[src/rtl/cic_droop_pkg.sv]
package cic_droop_pkg;

    // Default numeric format of the datapath
    localparam int DEF_IN_W      = 16;
    localparam int DEF_OUT_W     = 16;
    localparam int DEF_COEF_W    = 16;
    localparam int DEF_NORM_W    = 16;
    localparam int DEF_COEF_FRAC = 12;
    localparam int DEF_NORM_FRAC = 15;

    // Default spacing: small multiplier times CIC rate factor
    localparam int DEF_H = 1;
    localparam int DEF_R = 5;

    // Quantized constants: c = -5.592 in Q.12, 1/(c+2) in Q1.15
    localparam int DEF_C_Q    = -22905;
    localparam int DEF_NORM_Q = -9123;

    // Clock cycles from an accepted sample to its result
    localparam int PIPE_LAT = 3;

    // Guard bits on the three-way sum
    localparam int SUM_GUARD = 2;

    function automatic int tap_span(input int h, input int r);
        return h * r;
    endfunction

    function automatic int sum_width(input int in_w, input int coef_w);
        return in_w + coef_w + SUM_GUARD;
    endfunction

    // Pipeline position tags, used for readability of stage control
    typedef enum logic [1:0] {
        ST_TAP   = 2'd0,
        ST_SUM   = 2'd1,
        ST_SCALE = 2'd2,
        ST_DONE  = 2'd3
    } pipe_stage_e;

endpackage

[src/rtl/sc_tap_line.sv]
module sc_tap_line #(
    parameter int W    = 16,
    parameter int SPAN = 5
) (
    input  logic                clk,
    input  logic                rst,
    input  logic                adv,
    input  logic signed [W-1:0] din,
    output logic signed [W-1:0] tap_now,
    output logic signed [W-1:0] tap_mid,
    output logic signed [W-1:0] tap_far
);
    localparam int DEPTH = 2 * SPAN;

    logic signed [W-1:0] line_q [DEPTH];

    genvar k;
    generate
        for (k = 0; k < DEPTH; k++) begin : g_cell
            if (k == 0) begin : g_head
                always_ff @(posedge clk) begin
                    if (rst)
                        line_q[k] <= '0;
                    else if (adv)
                        line_q[k] <= din;
                end
            end else begin : g_body
                always_ff @(posedge clk) begin
                    if (rst)
                        line_q[k] <= '0;
                    else if (adv)
                        line_q[k] <= line_q[k-1];
                end
            end
        end
    endgenerate

    assign tap_now = din;
    assign tap_mid = line_q[SPAN-1];
    assign tap_far = line_q[DEPTH-1];

    // the line is frozen on cycles without a strobe
    p_line_hold_r3: assert property (@(posedge clk) disable iff (rst)
        !adv |=> ($stable(line_q[0]) && $stable(line_q[DEPTH-1])));

    // an accepted sample lands in the head cell
    p_line_load_r3: assert property (@(posedge clk) disable iff (rst)
        adv |=> (line_q[0] == $past(din)));

endmodule

[src/rtl/sc_tap_mac.sv]
module sc_tap_mac #(
    parameter int IN_W      = 16,
    parameter int COEF_W    = 16,
    parameter int COEF_FRAC = 12,
    parameter int C_Q       = -22905,
    parameter int ACC_W     = 34
) (
    input  logic                    clk,
    input  logic                    rst,
    input  logic                    vin,
    input  logic signed [IN_W-1:0]  x_now,
    input  logic signed [IN_W-1:0]  x_mid,
    input  logic signed [IN_W-1:0]  x_far,
    output logic                    vout,
    output logic signed [ACC_W-1:0] sum_q
);
    localparam logic signed [COEF_W-1:0] C_K = COEF_W'(C_Q);

    // Stage 1: weighting of the three taps
    logic signed [ACC_W-1:0] w_now_d, w_mid_d, w_far_d;
    logic signed [ACC_W-1:0] w_now_q, w_mid_q, w_far_q;
    logic                    v1_q;

    always_comb begin
        w_now_d = ACC_W'(x_now) <<< COEF_FRAC;
        w_far_d = ACC_W'(x_far) <<< COEF_FRAC;
        w_mid_d = ACC_W'(x_mid) * ACC_W'(C_K);
    end

    always_ff @(posedge clk) begin
        if (rst) begin
            w_now_q <= '0;
            w_mid_q <= '0;
            w_far_q <= '0;
            v1_q    <= 1'b0;
        end else begin
            w_now_q <= w_now_d;
            w_mid_q <= w_mid_d;
            w_far_q <= w_far_d;
            v1_q    <= vin;
        end
    end

    // Stage 2: three-way sum at full precision
    logic signed [ACC_W-1:0] sum_d;
    assign sum_d = w_now_q + w_mid_q + w_far_q;

    always_ff @(posedge clk) begin
        if (rst) begin
            sum_q <= '0;
            vout  <= 1'b0;
        end else begin
            sum_q <= sum_d;
            vout  <= v1_q;
        end
    end

    // all-zero taps produce a zero sum two stages later
    p_zero_sum_r1: assert property (@(posedge clk) disable iff (rst)
        (x_now == '0 && x_mid == '0 && x_far == '0) |=> ##1 (sum_q == '0));

    // the outer taps enter with equal weight
    p_outer_sym_r1: assert property (@(posedge clk) disable iff (rst)
        (x_now == x_far && x_mid == '0) |=> (w_now_q == w_far_q && w_mid_q == '0));

endmodule

[src/rtl/sc_norm_sat.sv]
module sc_norm_sat #(
    parameter int ACC_W     = 34,
    parameter int NORM_W    = 16,
    parameter int NORM_Q    = -9123,
    parameter int SHIFT     = 27,
    parameter int OUT_W     = 16
) (
    input  logic                    clk,
    input  logic                    rst,
    input  logic                    vin,
    input  logic signed [ACC_W-1:0] sum_in,
    output logic                    vout,
    output logic signed [OUT_W-1:0] dout
);
    localparam int PROD_W = ACC_W + NORM_W;

    localparam logic signed [NORM_W-1:0] N_K  = NORM_W'(NORM_Q);
    localparam logic signed [PROD_W-1:0] HALF = PROD_W'(1) << (SHIFT - 1);
    localparam logic signed [PROD_W-1:0] MAXV =
        {{(PROD_W-OUT_W+1){1'b0}}, {(OUT_W-1){1'b1}}};
    localparam logic signed [PROD_W-1:0] MINV =
        {{(PROD_W-OUT_W+1){1'b1}}, {(OUT_W-1){1'b0}}};

    logic signed [PROD_W-1:0] prod;
    logic signed [PROD_W-1:0] rounded;
    logic signed [PROD_W-1:0] shifted;
    logic signed [OUT_W-1:0]  clipped;

    always_comb begin
        prod    = PROD_W'(sum_in) * PROD_W'(N_K);
        rounded = prod + HALF;
        shifted = rounded >>> SHIFT;
        if (shifted > MAXV)
            clipped = MAXV[OUT_W-1:0];
        else if (shifted < MINV)
            clipped = MINV[OUT_W-1:0];
        else
            clipped = shifted[OUT_W-1:0];
    end

    always_ff @(posedge clk) begin
        if (rst) begin
            dout <= '0;
            vout <= 1'b0;
        end else begin
            vout <= vin;
            if (vin)
                dout <= clipped;
        end
    end

    // the result is held between strobes
    p_hold_out_r4: assert property (@(posedge clk) disable iff (rst)
        !vin |=> $stable(dout));

    // a negative normalizer never turns a positive sum into a positive output
    p_sign_sense_r6: assert property (@(posedge clk) disable iff (rst)
        (vin && N_K < 0 && sum_in > 0) |=> (dout <= 0));

endmodule

[src/rtl/cic_droop_comp.sv]
module cic_droop_comp
    import cic_droop_pkg::*;
#(
    parameter int IN_W      = DEF_IN_W,
    parameter int OUT_W     = DEF_OUT_W,
    parameter int COEF_W    = DEF_COEF_W,
    parameter int NORM_W    = DEF_NORM_W,
    parameter int COEF_FRAC = DEF_COEF_FRAC,
    parameter int NORM_FRAC = DEF_NORM_FRAC,
    parameter int H         = DEF_H,
    parameter int R         = DEF_R,
    parameter int C_Q       = DEF_C_Q,
    parameter int NORM_Q    = DEF_NORM_Q
) (
    input  logic                    clk,
    input  logic                    rst,
    input  logic                    in_valid,
    input  logic signed [IN_W-1:0]  in_data,
    output logic                    out_valid,
    output logic signed [OUT_W-1:0] out_data
);
    localparam int SPAN  = tap_span(H, R);
    localparam int ACC_W = sum_width(IN_W, COEF_W);
    localparam int SHIFT = COEF_FRAC + NORM_FRAC;

    logic signed [IN_W-1:0]  tap_now, tap_mid, tap_far;
    logic                    sum_v;
    logic signed [ACC_W-1:0] sum_w;

    sc_tap_line #(
        .W    (IN_W),
        .SPAN (SPAN)
    ) u_line (
        .clk     (clk),
        .rst     (rst),
        .adv     (in_valid),
        .din     (in_data),
        .tap_now (tap_now),
        .tap_mid (tap_mid),
        .tap_far (tap_far)
    );

    sc_tap_mac #(
        .IN_W      (IN_W),
        .COEF_W    (COEF_W),
        .COEF_FRAC (COEF_FRAC),
        .C_Q       (C_Q),
        .ACC_W     (ACC_W)
    ) u_mac (
        .clk   (clk),
        .rst   (rst),
        .vin   (in_valid),
        .x_now (tap_now),
        .x_mid (tap_mid),
        .x_far (tap_far),
        .vout  (sum_v),
        .sum_q (sum_w)
    );

    sc_norm_sat #(
        .ACC_W  (ACC_W),
        .NORM_W (NORM_W),
        .NORM_Q (NORM_Q),
        .SHIFT  (SHIFT),
        .OUT_W  (OUT_W)
    ) u_norm (
        .clk    (clk),
        .rst    (rst),
        .vin    (sum_v),
        .sum_in (sum_w),
        .vout   (out_valid),
        .dout   (out_data)
    );

    // Cycles since reset, saturating at the pipeline latency
    logic [1:0] since_rst;
    always_ff @(posedge clk) begin
        if (rst)
            since_rst <= '0;
        else if (since_rst != 2'(PIPE_LAT))
            since_rst <= since_rst + 2'd1;
    end

    // fixed strobe latency, once the pipeline has refilled after reset
    p_latency_r4: assert property (@(posedge clk) disable iff (rst)
        (since_rst == 2'(PIPE_LAT)) |-> (out_valid == $past(in_valid, 3)));

    // reset empties the output stage
    p_reset_clear_r7: assert property (@(posedge clk)
        rst |=> (!out_valid && out_data == '0));

endmodule

[config.mk]
export PLATFORM = sky130hd
export DESIGN_NAME = cic_droop_comp
export DESIGN_NICKNAME = d
export VERILOG_FILES = /design/src/rtl/cic_droop_pkg.sv /design/src/rtl/sc_tap_line.sv /design/src/rtl/sc_tap_mac.sv /design/src/rtl/sc_norm_sat.sv /design/src/rtl/cic_droop_comp.sv
export SDC_FILE = /design/constraint.sdc
export NUM_CORES = 1
export LEC_CHECK = 0
export BUFFER_PORTS_ARGS = -buffer_cell sky130_fd_sc_hd__buf_4
export CORE_MARGIN = 2
export CORE_UTILIZATION = 39
export CTS_BUF_LIST = sky130_fd_sc_hd__clkbuf_8 sky130_fd_sc_hd__clkbuf_16
export CTS_CLUSTER_SIZE = 28
export DETAILED_ROUTE_END_ITERATION = 10
export MAX_ROUTING_LAYER = met4
export PLACE_DENSITY = 0.52
export SETUP_SLACK_MARGIN = 0.4
export SLEW_MARGIN = 15
export SYNTH_ARGS = -nofsm -noshare
export SYNTH_HDL_FRONTEND = slang
export SYNTH_SLANG_ARGS = --single-unit
[constraint.sdc]
create_clock -name clk -period 13.95 [get_ports clk]
set_input_delay 0.6975 -clock clk [delete_from_list [all_inputs] [get_ports clk]]
set_output_delay 0.6975 -clock clk [all_outputs]
set_load 0.02 [all_outputs]
==> results of run 1 <==
==> worst max-delay path, delay by kind of cell (launching register included) <==
family                   cells  cell delay (ps)
AO/OA/AOI/OAI                6             2370
XOR/XNOR                     1              310
adder cells (fa/ha/maj)      7             3330
buffers and inverters        4              280
flip-flops                   1              960
AND/OR/NAND/NOR              2              470
==> worst max-delay path by stage <==
stage,startpoint,end,slack [ps]
3_3_place_gp,u_mac.sum_q[33],u_norm.dout[2],6270
4_1_cts,u_mac.sum_q[33],u_norm.dout[0],6070
2_1_floorplan,u_mac.sum_q[15],u_norm.dout[10],7330
3_5_place_dp,u_mac.sum_q[33],u_norm.dout[0],6060
6_report,u_mac.sum_q[33],u_norm.dout[0],6060
5_1_grt,u_mac.sum_q[33],u_norm.dout[0],5540
==> cells in the mapped netlist, types with 4 or more instances <==
library cell,count,share of area
xor2_1,25,0.0083
a21oi_1,55,0.010
a21o_1,31,0.0088
o21a_1,14,0.0040
clkbuf_1,33,0.0047
buf_1,5,0.00071
and2_1,162,0.038
a221oi_1,4,0.0013
o21ai_1,5,0.00094
nand2b_1,12,0.0028
nor3b_1,5,0.0014
a211oi_1,18,0.0051
ha_1,419,0.20
o211ai_1,4,0.0011
inv_1,620,0.088
nand2_1,53,0.0075
nand4_1,9,0.0021
and3_1,8,0.0019
o21ai_0,36,0.0068
a31oi_1,6,0.0014
fa_1,338,0.26
nor3_1,28,0.0053
edfxtp_1,160,0.18
a211oi_2,11,0.0052
xnor2_1,35,0.012
dfxtp_1,117,0.088
o21bai_1,12,0.0034
nand3_1,14,0.0026
nor2_1,88,0.012
nor2b_1,61,0.014
==> final cells by class <==
class	count	area, um^2
Clock inverter	23	283
Fill cell	6537	38300
Inverter	620	2330
Tap cell	873	1090
Clock buffer	38	917
Sequential cell	277	7150
Timing Repair Buffer	42	315
Multi-Input combinational cell	1518	16900
==> metal layers <==
metal  GRT usage  vias to the layer above
li1            -                     7811
met1       0.244                     7880
met2       0.278                      185
met3      0.0173                       68
met4      0.0379                        0
met5           -                        -
==> logic make-up (layout without fill, tap and decap cells) <==
logic type,after synthesis,count (layout),share of synthesized area
DFF,277,277,0.270
AOI/OAI and AO/OA,235,235,0.0649
and+or+nand+nor,458,458,0.0948
xor gates and xnor gates,62,62,0.0211
buffers and inverters,661,723,0.0941
muxes,6,6,0.00241
adders and majority gates,757,757,0.453
==> sequential cells by signal, summed over array words and instances, names as in the netlist <==
register,cells
u_mac.v1_q,1
u_norm.vout,1
u_norm.dout,16
u_mac.vout,1
u_line.line_q,160
u_mac.w_now_q,16
u_mac.w_far_q,16
u_mac.w_mid_q,32
u_mac.sum_q,34
==> per-stage QoR <==
step | worst slack (ps) | hold WS [ps]
2_1_floorplan | 7330 | 414
3_3_place_gp | 6270 | 422
3_5_place_dp | 6060 | 425
4_1_cts | 6070 | 394
5_1_grt | 5540 | 414
6_report | 6060 | 418
==> impl_metrics.tcl, run 1 <==
set metrics [dict create \
    vias 15944 \
    wl_met2_um 26700 \
    cap_violations 0 \
    antenna_cells 0 \
    clk_latency_ps 560 \
    stdcell_count 3391 \
    hold_viol 0 \
    die-area_um2 70100 \
    final_common_cell "inv_1" \
    synth_cells 2456 \
    r2r_end "u_norm.dout[0]" \
    slew_headroom 0.229 \
    reg2regPathDepth 20 \
    path_class "reg2reg" \
    syn-cell-area_um2 26500 \
    cts_root_buf "clkbuf_16" \
    ys_warn_count 0 \
    postCtsSetupRepairBufs 0 \
    dpl.hpwl_um 47100 \
    hp-class "in2reg" \
    cts_buffers 34 \
    synthArstFlopShare 0 \
    antenna_found_initial 3 \
    start_util 0.394 \
    synth-edff-count 160 \
    post_dp_cell_area_um2 27800 \
    yosys_most_used_dff "edfxtp_1" \
    die_h_um 265 \
    wire_per_inst_um 17.0 \
    layout_common_cells "inv_1 (628), ha_1 (419), fa_1 (338), and2_1 (162), edfxtp_1 (160)" \
    clock_sinks 277 \
    end_kind "register" \
    gp_congestion 0.905 \
    tightestPinTransition_ps 1150 \
    drt_iter0_drc 683 \
    final_util 0.430 \
    worstPathArrival_ps 8270 \
    synth.distinct_cells 74 \
    finalInstanceArea_um2 29000 \
    routed.top_layer "met4" \
    fin_crit_sh 0.566 \
    cts.htree.levels 2 \
    drc 0 \
    wl_met3_um 1480 \
    vias_per_cell 4.70 \
    ys_seq_area_frac 0.270 \
    cp_slowest_cell "o41ai_4" \
    fmax_mhz 127 \
    fin_worst_skew_ps 34.6 \
    coreArea_um2 67300 \
    path_cells "ha_1 > fa_1 > fa_1 > inv_1 > fa_1 > inv_1 > fa_1 > fa_1 > inv_1 > ha_1 > and3_1 > a31oi_1 > o21ai_1 > a311oi_1 > nand3_1 > a31oi_1 > xor2_1 > inv_1 > o41ai_4 > a211oi_1" \
    nNetsFinal 3269 \
    grt_first_pass_wirelength_um 93300 \
    rsz0062_at_grt "false" \
    clock_path_buffers 3 \
    drtPass1Iterations 5 \
    cts.clk_slew.worst_paths_ps 70 \
    wirelength_um 57600 \
    die_x_um 265 \
    r2r_start "u_mac.sum_q[33]" \
    start_kind "register" \
    hold_path_end "u_mac.w_now_q[13]" \
    num_rows 95 \
    r2r_slack_ps 6060 \
    min_period_ps 7890 \
    grt_max_degree 99 \
    fin_setup_tns_ps 0 \
    cts.repair.resized 0 \
    status "finished, final reports clean" \
    wl_met1_um 28300 \
    first_global_vias 17055 \
    ys_ff_latch 277 \
    cp_slowest_stage_delay_ps 1040 \
    grt_use_total 0.175 \
    postRouteAntennaNets 0 \
    num_io_pins 36 \
    worstPathRequired_ps 14330 \
    avgSynthCellArea_um2 10.8 \
    synthToLayoutAreaGrowth_pct 9.25 \
    place_inst 3330 \
    maxSlewViolCount 0 \
    overflow 0 \
    cp_max_fo 23 \
    min_delay_path_depth 2 \
    cts_tree "built" \
    setup_viol 0 \
    hp-start "in_data[1]" \
    syn-num-nets 3232 \
    hold_buffers 0 \
    io_buffers 35 \
    path_common_cell "fa_1" \
    drive_above_1_share 0.0516 \
]
Power of run 1 is not shown: default switching activity piles up to over one toggle a cycle in this logic, so the estimate is an artifact.
==> run 2: changes to the inputs <==
- clock period: 13.95 -> 7.7 ns (I/O delays scaled with it)
==> impl_metrics.tcl, run 2 (synthesis gave the netlist of run 1 again) <==
set metrics [dict create \
    status "finished, final reports clean" \
    setup_viol 0 \
    crit_family "adder cells" \
    top_register "u_line.line_q" \
    path_cells "inv_1 > fa_1 > fa_1 > inv_1 > fa_1 > fa_1 > fa_1 > inv_1 > fa_1 > inv_1 > ha_1 > nand4_1 > or3b_1 > a211oi_4 > o2111ai_2 > nand3_1 > a31oi_1 > xor2_1 > buf_4 > o41ai_4 > buf_4 > o41ai_1 > a211oi_1" \
    gp_congestion 0.920 \
    clock_sinks 277 \
    fin_crit_sh 0.901 \
    die_x_um 265 \
    first_global_vias 16939 \
    cts.htree.levels 2 \
    cap_violations 0 \
    fin_setup_tns_ps 0 \
    dpl.hpwl_um 47200 \
    largest_registers "u_line.line_q x160, u_mac.sum_q x34, u_mac.w_mid_q x32" \
    worstPathRequired_ps 8150 \
    start_util 0.394 \
    coreArea_um2 67300 \
    slew_headroom 0.371 \
    end_kind "register" \
    die_h_um 265 \
    cp_slowest_stage_delay_ps 550 \
    grt_max_degree 98 \
    drive_above_1_share 0.0609 \
    drtPass1Iterations 4 \
    hp-class "in2reg" \
    hold_path_end "u_mac.w_now_q[21]" \
    maxSlewViolCount 0 \
    hp-start "in_data[9]" \
    hold_buffers 0 \
    cp_slowest_cell "fa_1" \
    synthToLayoutAreaGrowth_pct 9.65 \
    wirelength_um 57100 \
    final_common_cell "inv_1" \
    path_buf_inv 6 \
    drt_iter0_drc 643 \
    start_kind "register" \
    r2r_start "u_mac.sum_q[16]" \
    tightestPinTransition_ps 944 \
    io_buffers 35 \
    grt_first_pass_wirelength_um 91800 \
    cp_max_fo 15 \
    clock_path_buffers 3 \
    drc 0 \
    postRouteAntennaNets 0 \
    vias 15915 \
    cts_root_buf "clkbuf_16" \
    r2r_end "u_norm.dout[1]" \
    fmax_mhz 144 \
    reg2regPathDepth 23 \
    cts_buffers 36 \
    vias_per_cell 4.68 \
    cts.clk_slew.worst_paths_ps 60 \
    path_common_cell "fa_1" \
    num_io_pins 36 \
    layout_common_cells "inv_1 (633), ha_1 (417), fa_1 (338), and2_1 (162), edfxtp_1 (160)" \
    r2r_slack_ps 760 \
    cts_tree "built" \
    nNetsFinal 3277 \
    clk_latency_ps 560 \
    rsz0062_at_grt "false" \
    hold_viol 0 \
    overflow 0 \
    die-area_um2 70100 \
    min_period_ps 6940 \
    grt_use_total 0.171 \
    antenna_found_initial 1 \
    largest_register_ffs 160 \
    num_rows 95 \
    worstPathArrival_ps 7390 \
    min_delay_path_depth 2 \
    path_class "reg2reg" \
    fin_worst_skew_ps 22.6 \
    wire_per_inst_um 16.8 \
]
-- run 2: worst max path at each step --
stage / start / cells after the start / slack [ps] / endpoint
final: u_mac.sum_q[16] / 23 / 760 / u_norm.dout[1]
after global routing: u_mac.sum_q[15] / 26 / 400 / u_norm.dout[14]
after CTS: u_mac.sum_q[20] / 25 / 450 / u_norm.dout[0]
after detailed placement: u_mac.sum_q[20] / 25 / 500 / u_norm.dout[0]
after global placement: u_mac.sum_q[15] / 25 / 620 / u_norm.dout[0]
after floorplan: u_mac.sum_q[15] / 25 / 1080 / u_norm.dout[10]
-- run 2: stage by stage --
step / util / area (um^2) / setup slack (ps) / std cells / hold WS, ps
global route: 0.432 / 29100 / 404 / 3403 / 66.3
floorplan: - / 26500 / 1080 / 2456 / 414
global placement: 0.413 / 27800 / 618 / 3332 / 423
CTS: 0.430 / 29000 / 446 / 3398 / 46.1
detailed placement: 0.413 / 27800 / 495 / 3332 / 422
finish: 0.432 / 29100 / 761 / 3404 / 81.8
-- run 2: worst reg2reg max path: stages, from the launching register on --
cell       delay, ps
dfxtp_1          520
inv_1            140
fa_1             520
fa_1             510
inv_1             50
fa_1             480
fa_1             520
fa_1             550
inv_1             50
fa_1             520
inv_1             40
ha_1             300
nand4_1          110
or3b_1           440
a211oi_4         350
o2111ai_2        210
nand3_1          190
a31oi_1          120
xor2_1           180
buf_4            150
o41ai_4          310
buf_4            250
o41ai_1          100
a211oi_1         220
-- run 2: area by class of cell --
cell class,count,area (um^2)
fill,6451,38200
multi-input combinational,1518,16900
sequential,277,7160
inverter,620,2330
tap,873,1090
clock buffer,40,956
timing repair buffer,48,364
clock inverter,26,229
antenna,2,5.00
-- run 2: metal layers --
layer | vias up | wire length, um | global-route usage
met2 | 171 | 26500 | 0.273
met4 | 0 | 773 | 0.0322
met1 | 7849 | 28200 | 0.237
li1 | 7843 | - | -
met3 | 52 | 1640 | 0.0218
met5 | - | 0 | -
-- run 2: repair_timing --
item,in CTS,in global routing
gates resized for setup,0,23
setup endpoints to repair,0,15
hold endpoints to repair,0,0
buffers inserted,0,3
Power of run 2 is left out for the same reason.
